### src/rtl/host_bus_seq_pkg.sv
package host_bus_seq_pkg;

  typedef enum logic [1:0] {
    ST_RUN      = 2'd0,
    ST_SUSPEND  = 2'd1,
    ST_RESUMING = 2'd2,
    ST_RESETTING= 2'd3
  } busState_t;

  typedef struct packed {
    logic startInterval;
    logic countEn;
    logic endInterval;
    logic suspended;
  } seqStrobes_t;

endpackage

### src/rtl/host_bus_seq_ctrl.sv
module host_bus_seq_ctrl
  import host_bus_seq_pkg::*;
(
  input  logic        clk,
  input  logic        rstN,
  input  logic        suspendBit,
  input  logic        resumeBit,
  input  logic        resetBit,
  input  logic        xferBusy,
  output seqStrobes_t strobes,
  output logic        running,
  output logic        sigResume,
  output logic        sigReset
);

  busState_t state, nextState;
  logic      inSignal, nextSignal;

  always_comb begin
    nextState = state;
    unique case (state)
      ST_RUN: begin
        if (resetBit)                      nextState = ST_RESETTING;
        else if (suspendBit && !xferBusy)  nextState = ST_SUSPEND;
      end
      ST_SUSPEND: begin
        if (resetBit)                      nextState = ST_RESETTING;
        else if (resumeBit && !suspendBit) nextState = ST_RESUMING;
      end
      ST_RESUMING: begin
        if (resetBit)                      nextState = ST_RESETTING;
        else if (!resumeBit)               nextState = ST_RUN;
      end
      ST_RESETTING: begin
        if (!resetBit)                     nextState = ST_RUN;
      end
      default:                             nextState = ST_RUN;
    endcase
  end

  always_ff @(posedge clk) begin
    if (!rstN) state <= ST_RUN;
    else       state <= nextState;
  end

  assign inSignal   = (state == ST_RESUMING) || (state == ST_RESETTING);
  assign nextSignal = (nextState == ST_RESUMING) || (nextState == ST_RESETTING);

  always_comb begin
    strobes.startInterval = nextSignal && (nextState != state);
    strobes.countEn       = inSignal && (nextState == state);
    strobes.endInterval   = inSignal && (nextState == ST_RUN);
    strobes.suspended     = (state == ST_SUSPEND);
  end

  assign running   = (state == ST_RUN);
  assign sigResume = (state == ST_RESUMING);
  assign sigReset  = (state == ST_RESETTING);

endmodule

### src/rtl/host_bus_seq_dp.sv
module host_bus_seq_dp
  import host_bus_seq_pkg::*;
#(
  parameter int MIN_MS = 20
) (
  input  logic        clk,
  input  logic        rstN,
  input  seqStrobes_t strobes,
  input  logic        msTick,
  input  logic        wakeDetect,
  output logic        wakeIrq,
  output logic        timingViolation
);

  localparam int CNT_W = $clog2(MIN_MS + 1);
  localparam logic [CNT_W-1:0] CNT_MAX = CNT_W'(MIN_MS);

  logic [CNT_W-1:0] msCount;
  logic             wakePrev;

  always_ff @(posedge clk) begin
    if (!rstN) begin
      msCount <= '0;
    end else if (strobes.startInterval) begin
      msCount <= '0;
    end else if (strobes.countEn && msTick && (msCount < CNT_MAX)) begin
      msCount <= msCount + 1'b1;
    end
  end

  always_ff @(posedge clk) begin
    if (!rstN)                    timingViolation <= 1'b0;
    else if (strobes.endInterval) timingViolation <= (msCount < CNT_MAX);
  end

  always_ff @(posedge clk) begin
    if (!rstN) begin
      wakePrev <= 1'b0;
      wakeIrq  <= 1'b0;
    end else begin
      wakePrev <= wakeDetect;
      wakeIrq  <= strobes.suspended && wakeDetect && !wakePrev;
    end
  end

endmodule

### src/rtl/host_bus_seq.sv
module host_bus_seq
  import host_bus_seq_pkg::*;
#(
  parameter int MIN_MS = 20
) (
  input  logic clk,
  input  logic rstN,
  input  logic suspendBit,
  input  logic resumeBit,
  input  logic resetBit,
  input  logic xferBusy,
  input  logic msTick,
  input  logic wakeDetect,
  output logic schedEnable,
  output logic sofEnable,
  output logic driveResume,
  output logic driveReset,
  output logic wakeIrq,
  output logic timingViolation
);

  seqStrobes_t strobes;
  logic        running;

  host_bus_seq_ctrl u_ctrl (
    .clk        (clk),
    .rstN       (rstN),
    .suspendBit (suspendBit),
    .resumeBit  (resumeBit),
    .resetBit   (resetBit),
    .xferBusy   (xferBusy),
    .strobes    (strobes),
    .running    (running),
    .sigResume  (driveResume),
    .sigReset   (driveReset)
  );

  host_bus_seq_dp #(.MIN_MS(MIN_MS)) u_dp (
    .clk             (clk),
    .rstN            (rstN),
    .strobes         (strobes),
    .msTick          (msTick),
    .wakeDetect      (wakeDetect),
    .wakeIrq         (wakeIrq),
    .timingViolation (timingViolation)
  );

  assign schedEnable = running;
  assign sofEnable   = running;

endmodule

### config.mk
export PLATFORM = sky130hd
export DESIGN_NAME = host_bus_seq
export DESIGN_NICKNAME = d
export VERILOG_FILES = /design/src/rtl/host_bus_seq_pkg.sv /design/src/rtl/host_bus_seq_ctrl.sv /design/src/rtl/host_bus_seq_dp.sv /design/src/rtl/host_bus_seq.sv
export SDC_FILE = /design/constraint.sdc
export NUM_CORES = 1
export LEC_CHECK = 0
export BUFFER_PORTS_ARGS = -buffer_cell sky130_fd_sc_hd__clkbuf_2
export CAP_MARGIN = 20
export CORE_MARGIN = 10
export CORE_UTILIZATION = 40
export CTS_CLUSTER_DIAMETER = 200
export DETAILED_ROUTE_END_ITERATION = 12
export GPL_ROUTABILITY_DRIVEN = 0
export GPL_TIMING_DRIVEN = 0
export PLACE_DENSITY = 0.71
export SLEW_MARGIN = 10
export SYNTH_ARGS = -nofsm -noshare
export SYNTH_HDL_FRONTEND = slang
export SYNTH_SLANG_ARGS = --single-unit
### constraint.sdc
create_clock -name clk -period 3.3 [get_ports clk]
set_input_delay 0.165 -clock clk [delete_from_list [all_inputs] [get_ports clk]]
set_output_delay 0.165 -clock clk [all_outputs]
set_load 0.01 [all_outputs]
==> flow_summary.toml, run 1 <==
[status]
status = "finished clean"

[placement]
hpwlAfterDp_um = 855
io_buffers = 13

[route]
drc = 0
vias = 490
drtAntennaViolNets = 0
routedWlPerCell_um = 12.6
drt_iter0_markers = 20
drt_wl_total_mm = 1.15
via_per_inst = 5.38
drt_pre_antenna_iters = 4

[yosys]
synth_ff_type = "dfxtp_1"
yosys.area.top_type_share_pct = 36.8
netlist_top_cells_count = "dfxtp_1, a21oi_1, o21ai_0"
synth_fp_nets = 69
synth_seq_area_share_pct = 36.8
yosys-top-cells-area = "dfxtp_1, a21oi_1, o21ai_0"
yosys_warnings = 0
ys_types = 30
synth_edf_count = 0
synthesis.area_um2 = 544
synth.avg_cell_area_um2 = 9.07
yosysTopAreaCell = "dfxtp_1"
synth.most_common_cell = "dfxtp_1"
synthCells = 60
ys_async_sr_fraction_pct = 0
ys_ff_latch = 10

[global_routing]
grtUsageTotal_pct = 7.73
grt-ovfl-total = 0
gr-usage-met1_pct = 8.54
grt_pass1_wl_mm = 2.00
antenna_found_initial = 0
grt_max_degree = 11
use_met2_pct = 11.2
met3_usage_pct = 2.70
first_global_vias = 471
busiest_layer = "met2"

[floorplanning]
start_util_pct = 42.4
core_area_um2 = 1280
die_h_um = 56.9
num_rows = 13
boundaryPins = 14
die-area_um2 = 3240
die_w_um = 56.9

[cts]
htree_num_levels = 1
cts_sinks = 10
clock_latency_ns = 0.26
post_cts_buffers = 0
cts_tree = "done"
post_cts_resized = 0
hold_buffers = 0
cts-root-buf = "clkbuf_4"
numCtsBuffers = 3
clk_pin_slew_ns = 0.06
clk_path_buf_depth = 2

[power_and_ir_drop]
seqPwrFrac_pct = 49.7
clkPwrFrac_pct = 32.9
swShare_pct = 26.4
switchingPower_mw = 0.0668
p_int_mw = 0.186
ir_drop_uv = 175
power_leakage_nw = 0.286
power_frac_comb_pct = 17.4
powerDensity_nw_per_um2 = 389

[timing]
hold_violations = 0
slew_headroom_pct = 69.1
min_period_ns = 1.45
worstMarginPinSlew_ns = 0.462
min_period_over_period_pct = 43.8
slew_viol_final = 0
finalClockSkew_ns = 0.000524
fin_setup_tns_ns = 0
rsz0062_at_grt = "false"
hold_slack_ns = 0.132
fmaxAchievable_mhz = 691
setup_viol = 0

[setup_path]
cp.arrival_ns = 1.65
required_ns = 3.50
reg2reg_slack_ns = 1.85
crit_path_start_kind = "flop"
r2r_end = "u_dp.msCount[3]"
worstReg2RegStart = "u_dp.msCount[2]"
cp_max_fo = 7
path_cells = "o21ai_2, o21ai_1, or4_1, a21oi_1"
path_class = "reg2reg"
crit_path_top_delay_cell = "or4_1"
r2r_cells = 4
slowest_delay_ns = 0.50
crit_path_end_kind = "flop"

[layout]
antennaDiodeCount = 0
nFillCells = 134
multi_input_area_um2 = 307
nNetsFinal = 87
seq_area_um2 = 200
syn_to_final_growth_pct = 19.5
drive_above_1_share_pct = 32.9

[run]
cap_viol_max_count = 0

[worst_hold_path]
hold_start = "wakeDetect"
min_to = "u_dp.wakePrev"
hold_path.class = "in2reg"
hold_depth = 2
## how the worst max path moves through the flow
| stage | from | endpoint |
|---|---|---|
| after floorplan | u_ctrl.state[1] | u_dp.msCount[3] |
| after global placement | u_dp.msCount[2] | u_dp.msCount[3] |
| after detailed placement | u_dp.msCount[2] | u_dp.msCount[3] |
| after CTS | u_dp.msCount[2] | u_dp.msCount[3] |
| after global routing | u_dp.msCount[2] | u_dp.msCount[3] |
| final | u_dp.msCount[2] | u_dp.msCount[3] |
## power groups by stage
| stage | combinational, mW | sequential (mW) | clock (mW) |
|---|---|---|---|
| 2_1_floorplan | 0.0279 | 0.129 | 0 |
| 3_5_place_dp | 0.0445 | 0.128 | 0 |
| 5_1_grt | 0.0491 | 0.126 | 0.0945 |
| 4_1_cts | 0.0447 | 0.126 | 0.0857 |
| 3_3_place_gp | 0.0439 | 0.128 | 0 |
| 6_report | 0.0441 | 0.126 | 0.0831 |
## cells by family after synthesis
family / after synthesis / share of synthesized area, %
AOI/OAI and AO/OA: 22 / 29.7
muxes: 1 / 1.84
adders and majority gates: 1 / 2.30
buffers and inverters: 7 / 6.90
DFF: 10 / 36.8
and+or+nand+nor: 19 / 22.5
## worst max-delay path: cells and delay by family (launching register included)
kind | cells | cell delay, ns
AOI/OAI and AO/OA | 3 | 0.53
and+or+nand+nor | 1 | 0.50
DFF | 1 | 0.35
## through the flow
step           setup WS, ns  utilization, %  total power, mW  instance area, um2  cells
4_1_cts                1.88            50.6            0.256                 651     91
3_3_place_gp           1.93            48.9            0.172                 628     88
3_5_place_dp           1.91            48.9            0.173                 628     88
6_report               1.85            50.6            0.253                 651     91
2_1_floorplan          2.01               -            0.157                 544     60
5_1_grt                1.76            50.6            0.270                 651     91
## cell type report
| class | instances | area share [%] |
|---|---|---|
| timing repair buffer | 13 | 10.0 |
| buffer | 3 | 3.46 |
| multi-input combinational | 43 | 47.1 |
| inverter | 4 | 2.31 |
| tap | 15 | 2.88 |
| sequential | 10 | 30.8 |
| clock buffer | 3 | 3.46 |
## cells in the final DEF (no fill, tap or decap), types with 2 or more instances in the layout
cell type   n
o21ai_0     5
a21oi_1     6
nand2_1     2
dfxtp_1    10
inv_1       4
or4_1       2
nor2_1      2
nor2b_1     3
o31ai_1     2
clkbuf_2   13
buf_4       3
clkbuf_4    3
nor3b_1     2
## routing by layer
metal	wire, um	up-vias
li1	-	253
met1	507	220
met2	531	12
met3	61	5
met4	47	0
met5	0	-
## registers in the layout, summed over array words and instances (netlist names)
register,count
u_dp.timingViolation,1
u_dp.wakeIrq,1
u_dp.wakePrev,1
u_ctrl.state,2
u_dp.msCount,5
Note: power is estimated with default switching activity, not from simulation.
==> run 2, diff against run 1 <==
PLACE_DENSITY = 0.74   (was 0.71)
clock period = 1.2 ns   (was 3.3 ns; I/O delays follow)
==> run 2 against run 1 <==
  * The run now ends with negative setup slack left
  * Fmax up 12%
  * Cell count up 12%
  * Clock-buffer cell count unchanged
  * Clock skew up 0.0042 ns
  * Routed wire length up 45%
  * Utilization up 16 points
  * Highest routed layer unchanged
  * Flip-flop and latch count unchanged
  * Critical endpoint is now u_dp.msCount[2]
  * Worst hold slack worse by 0.13 ns
  * Via count up 14%
  * Largest cell class unchanged
  * Combinational power rose to 4.3 times the previous value
  * Non-clock buffer count up 11
==> flow_summary.toml, run 2 (synthesized netlist as in run 1, its figures left out) <==
[global_routing]
grtUsageTotal_pct = 10.0
use_met2_pct = 17.5
busiest_layer = "met2"
gr-usage-met1_pct = 10.1
first_global_vias = 554
grt_max_degree = 9
antenna_found_initial = 0
met3_usage_pct = 2.92
grt_pass1_wl_mm = 2.57
grt-ovfl-total = 0

[floorplanning]
boundaryPins = 14
num_rows = 13
die_w_um = 56.9
core_area_um2 = 1280
die-area_um2 = 3240
die_h_um = 56.9
start_util_pct = 42.4

[layout]
largest_register_ffs = 5
fin_area_um2 = 860
reg_top3 = "u_dp.msCount x5, u_ctrl.state x2"
layoutNonFillerInstCount = 102
nNetsFinal = 98
syn_to_final_growth_pct = 57.9
nFillCells = 100
drive_above_1_share_pct = 59.8
antennaDiodeCount = 0
top_register = "u_dp.msCount"
layout_common_cells = "clkbuf_2, buf_4, dfxtp_2"
final_common_cell = "clkbuf_2"

[timing]
min_period_ns = 1.29
worst_slack_ns = -0.0864
setup_viol = 6
fmaxAchievable_mhz = 777
fin_setup_tns_ns = -0.350
slew_headroom_pct = 72.5
min_period_over_period_pct = 107
worstMarginPinSlew_ns = 0.411
slew_viol_final = 0
hold_violations = 0
hold_slack_ns = 0.00135
finalClockSkew_ns = 0.00475
rsz0062_at_grt = "true"

[status]
violations = "negative setup slack"
status = "finished, violations left"

[route]
drc = 0
drt_pre_antenna_iters = 4
drt_iter0_markers = 16
drtAntennaViolNets = 0
via_per_inst = 5.50
routedWlPerCell_um = 16.3
drt_wl_total_mm = 1.67
vias = 561

[setup_path]
required_ns = 1.40
r2r_cells = 4
crit_path_top_delay_cell = "or4_1"
crit_path_end_kind = "flop"
cp_max_fo = 8
worstReg2RegStart = "u_ctrl.state[0]"
path_class = "reg2reg"
r2r_end = "u_dp.msCount[2]"
path_cells = "buf_8, o211ai_4, or4_1, a21oi_1"
crit_path_start_kind = "flop"
cp.arrival_ns = 1.48
slowest_delay_ns = 0.48
reg2reg_slack_ns = -0.09

[cts]
cts_sinks = 10
numCtsBuffers = 3
cts_tree = "done"
clk_pin_slew_ns = 0.07
cts-root-buf = "clkbuf_4"
htree_num_levels = 1
clk_path_buf_depth = 2
hold_buffers = 0
clock_latency_ns = 0.27

[run]
cap_viol_max_count = 0

[worst_hold_path]
min_to = "u_dp.wakePrev"
hold_depth = 2
hold_start = "wakeDetect"
hold_path.class = "in2reg"

[power_and_ir_drop]
ir_drop_uv = 492
powerDensity_nw_per_um2 = 910
power_leakage_nw = 0.371

[placement]
io_buffers = 13
placedInstanceArea_um2 = 648
dp.cells = 88
hpwlAfterDp_um = 927
## run 2: cell count changes in the layout (fill, tap and decap cells not counted), moves of 2 or more
cell / previous run / this run
buf_4: 3 / 11
o21ai_4: 0 / 2
a21oi_1: 6 / 4
a21oi_2: 0 / 2
dfxtp_2: 0 / 5
dfxtp_1: 10 / 4
## run 2: stage by stage
| step | total power [mW] | utilization (%) | setup slack, ns |
|---|---|---|---|
| 2_1_floorplan | 0.437 | - | 0.000193 |
| 3_3_place_gp | 0.481 | 50.4 | -0.0649 |
| 3_5_place_dp | 0.484 | 50.4 | -0.0993 |
| 4_1_cts | 0.739 | 58.8 | -0.0489 |
| 5_1_grt | 0.799 | 66.9 | -0.116 |
| 6_report | 0.782 | 66.9 | -0.0864 |
## run 2: metal layers
| metal | wire length (um) | vias to the layer above |
|---|---|---|
| li1 | - | 274 |
| met4 | 38 | 0 |
| met3 | 91 | 5 |
| met5 | 0 | - |
| met1 | 684 | 263 |
| met2 | 852 | 19 |
## run 2: final cells by class
type                            count  area [um2]  area share [%]
Clock buffer                        3        22.5            2.62
Timing Repair Buffer               25         171            19.9
Buffer                              2        22.5            2.62
Multi-Input combinational cell     43         399            46.4
Tap cell                           15        18.8            2.18
Sequential cell                    10         210            24.5
Inverter                            4        15.0            1.75
## run 2: worst max-delay path, delay by kind of cell (launching register included)
family                 cells  cell delay (ns)
AOI/OAI and AO/OA          2             0.25
buffers and inverters      1             0.14
DFF                        1             0.33
and+or+nand+nor            1             0.48
## run 2: worst max path at each step
stage | from | to | cells after the start
floorplan | u_ctrl.state[0] | u_dp.msCount[3] | 4
detailed placement | u_ctrl.state[1] | u_dp.msCount[4] | 4
global placement | u_ctrl.state[1] | u_dp.msCount[4] | 4
global route | u_ctrl.state[0] | u_dp.msCount[0] | 5
finish | u_ctrl.state[0] | u_dp.msCount[2] | 4
CTS | u_ctrl.state[0] | u_dp.msCount[3] | 4
## run 2: what timing repair did
| item | CTS | global route |
|---|---|---|
| setup buffers | 8 | 4 |
| cloned | 0 | 0 |
| setup endpoints to repair | 5 | 9 |
| pin swaps | 5 | 10 |
| gates resized for setup | 5 | 19 |
## run 2: power by group
part           leakage, nW  total [mW]  switching [mW]  internal [mW]
combinational        0.273       0.189          0.0917         0.0969
clock               0.0138       0.240           0.123          0.116
sequential          0.0844       0.354          0.0119          0.342
total                0.371       0.782           0.227          0.556
==> run 3, diff against run 2 <==
CORE_AREA = 10 10 47 49   (was default)
CORE_MARGIN = default   (was 10)
CORE_UTILIZATION = default   (was 40)
DIE_AREA = 0 0 57 59   (was default)
GPL_TIMING_DRIVEN = default   (was 0)
PLACE_DENSITY = 0.7   (was 0.74)
SYNTH_HIERARCHICAL = 1   (was default)
==> run 3 against run 2 <==
  * The run still ends with negative setup slack left
  * Cell area shrank 22%
  * Clock power grew 27%
  * Largest power group unchanged
  * Combinational power shrank 39%
==> flow_summary.toml, run 3 <==
[status]
status = "finished, violations left"
violations = "negative setup slack"

[floorplanning]
core_area_um2 = 1400
num_rows = 14
die_w_um = 57
die_h_um = 59
die-area_um2 = 3360
boundaryPins = 14
start_util_pct = 34.8

[yosys]
yosys-top-cells-area = "dfxtp_1, a21oi_1, o21ai_0"
yosysTopAreaCell = "dfxtp_1"
synth_ff_type = "dfxtp_1"
netlist_top_cells_count = "dfxtp_1, a21oi_1, nor2_1, o21ai_0"
synth_seq_area_share_pct = 41.0
synth_fp_nets = 66
synth.most_common_cell = "dfxtp_1"
yosys.area.top_type_share_pct = 41.0
synthesis.area_um2 = 488
synth.avg_cell_area_um2 = 8.56
ys_types = 25
ys_async_sr_fraction_pct = 0
yosys_warnings = 6
ys_ff_latch = 10
synthCells = 57
synth_edf_count = 0

[setup_path]
crit_path_end_kind = "flop"
crit_buf_inv = 0
required_ns = 1.40
slowest_delay_ns = 0.35
worstReg2RegStart = "u_ctrl/state[0]"
cp.arrival_ns = 1.54
path_class = "reg2reg"
crit_path_top_delay_cell = "dfxtp_4"
path_cells = "nor3b_2, a21oi_2, nor2b_2, nand4b_1, or3_1, a21oi_1"
cp_max_fo = 4
crit_path_start_kind = "flop"
setup.worst_path.start = "u_ctrl/state[0]"
path_delay_family = "simple AND/OR/NAND/NOR gates"

[timing]
hold_violations = 0
worst_slack_ns = -0.134
slew_headroom_pct = 86.0
hold_slack_ns = 0.0131
fmaxAchievable_mhz = 749
rsz0062_at_grt = "true"
min_period_ns = 1.33
setup_viol = 3
min_period_over_period_pct = 111
worstMarginPinSlew_ns = 0.207
finalClockSkew_ns = 0.00471
slew_viol_final = 0

[route]
routedWlPerCell_um = 12.7
drt_wl_total_mm = 1.19
drt_pre_antenna_iters = 4
via_per_inst = 5.11
drtAntennaViolNets = 0
drt_iter0_markers = 3
vias = 480
drc = 0

[placement]
placedInstanceArea_um2 = 612
post-place-ws_ns = -0.169
hpwlAfterDp_um = 931
io_buffers = 13

[worst_hold_path]
hold_start = "wakeDetect"
hold_path.class = "in2reg"

[layout]
antennaDiodeCount = 0
largest_register_ffs = 5
top_register = "u_dp/msCount"
nFillCells = 151
multi_input_area_um2 = 303
syn_to_final_growth_pct = 37.9
layout_common_cells = "clkbuf_2, dfxtp_1, nor2_1, buf_4"
seq_area_um2 = 204
reg_top3 = "u_dp/msCount x5, u_ctrl/state x2"
final_common_cell = "clkbuf_2"
fin_area_um2 = 673
drive_above_1_share_pct = 43.6
nNetsFinal = 88

[global_routing]
grt_max_degree = 8
grt_pass1_wl_mm = 2.09
grt-ovfl-total = 0
grtUsageTotal_pct = 7.44
first_global_vias = 523
antenna_found_initial = 0

[power_and_ir_drop]
power_leakage_nw = 0.282
powerDensity_nw_per_um2 = 1140
finalPower_mw = 0.767
ir_drop_uv = 709

[run]
cap_viol_max_count = 0

[cts]
clk_pin_slew_ns = 0.07
post_cts_buffers = 0
cts_tree = "done"
htree_num_levels = 1
clock_latency_ns = 0.26
numCtsBuffers = 3
cts-root-buf = "clkbuf_4"
clk_path_buf_depth = 2
cts_sinks = 10
hold_buffers = 0
run 3: area by class of cell:
cell class,count,area share [%]
multi-input combinational,44,45.0
clock buffer,4,5.39
inverter,2,1.12
timing repair buffer,18,15.2
tap,16,2.97
sequential,10,30.3
run 3: timing repair:
action,4_1_cts,5_1_grt
resized for setup,3,5
pin swaps,2,2
endpoints found under the setup margin,5,6
run 3: power breakdown:
group,leakage [nW],internal (mW),switching (mW)
registers,0.0821,0.341,0.00596
logic,0.179,0.0551,0.0596
clock network,0.0210,0.184,0.120
run 3: through the flow:
step	setup TNS (ns)	instances	utilization [%]
3_3_place_gp	-0.341	90	43.7
3_5_place_dp	-0.502	90	43.7
6_report	-0.368	94	48.0
2_1_floorplan	-0.274	57	-
5_1_grt	-0.796	94	48.0
4_1_cts	-0.373	94	47.1
run 3: metal layers:
layer	GRT usage [%]	vias up	part of all wire, %
met2	13.5	12	50
met5	0	-	0
met4	4.03	0	0
met1	7.13	222	44
li1	-	246	-
met3	2.79	0	5.6
run 3: kinds of logic after synthesis:
family / Yosys count / share of synthesized area, %
adders and majority gates: 1 / 2.56
DFF: 10 / 41.0
and+or+nand+nor: 26 / 30.8
buffers and inverters: 3 / 3.08
AOI/OAI and AO/OA: 17 / 22.6
run 3: worst paths after layout:
kind | end | slack [ns] | depth (start not counted)
max | u_dp/msCount[3] | -0.13 | 6
min | u_dp/wakePrev | 0.01 | 2
max reg2reg | u_dp/msCount[3] | -0.13 | 6
min reg2reg | u_dp/wakeIrq | 0.51 | 1
run 3: worst reg2reg max path, cell delays in order, from the launching register on:
cell	delay, ns
dfxtp_4	0.35
nor3b_2	0.17
a21oi_2	0.05
nor2b_2	0.16
nand4b_1	0.11
or3_1	0.31
a21oi_1	0.12
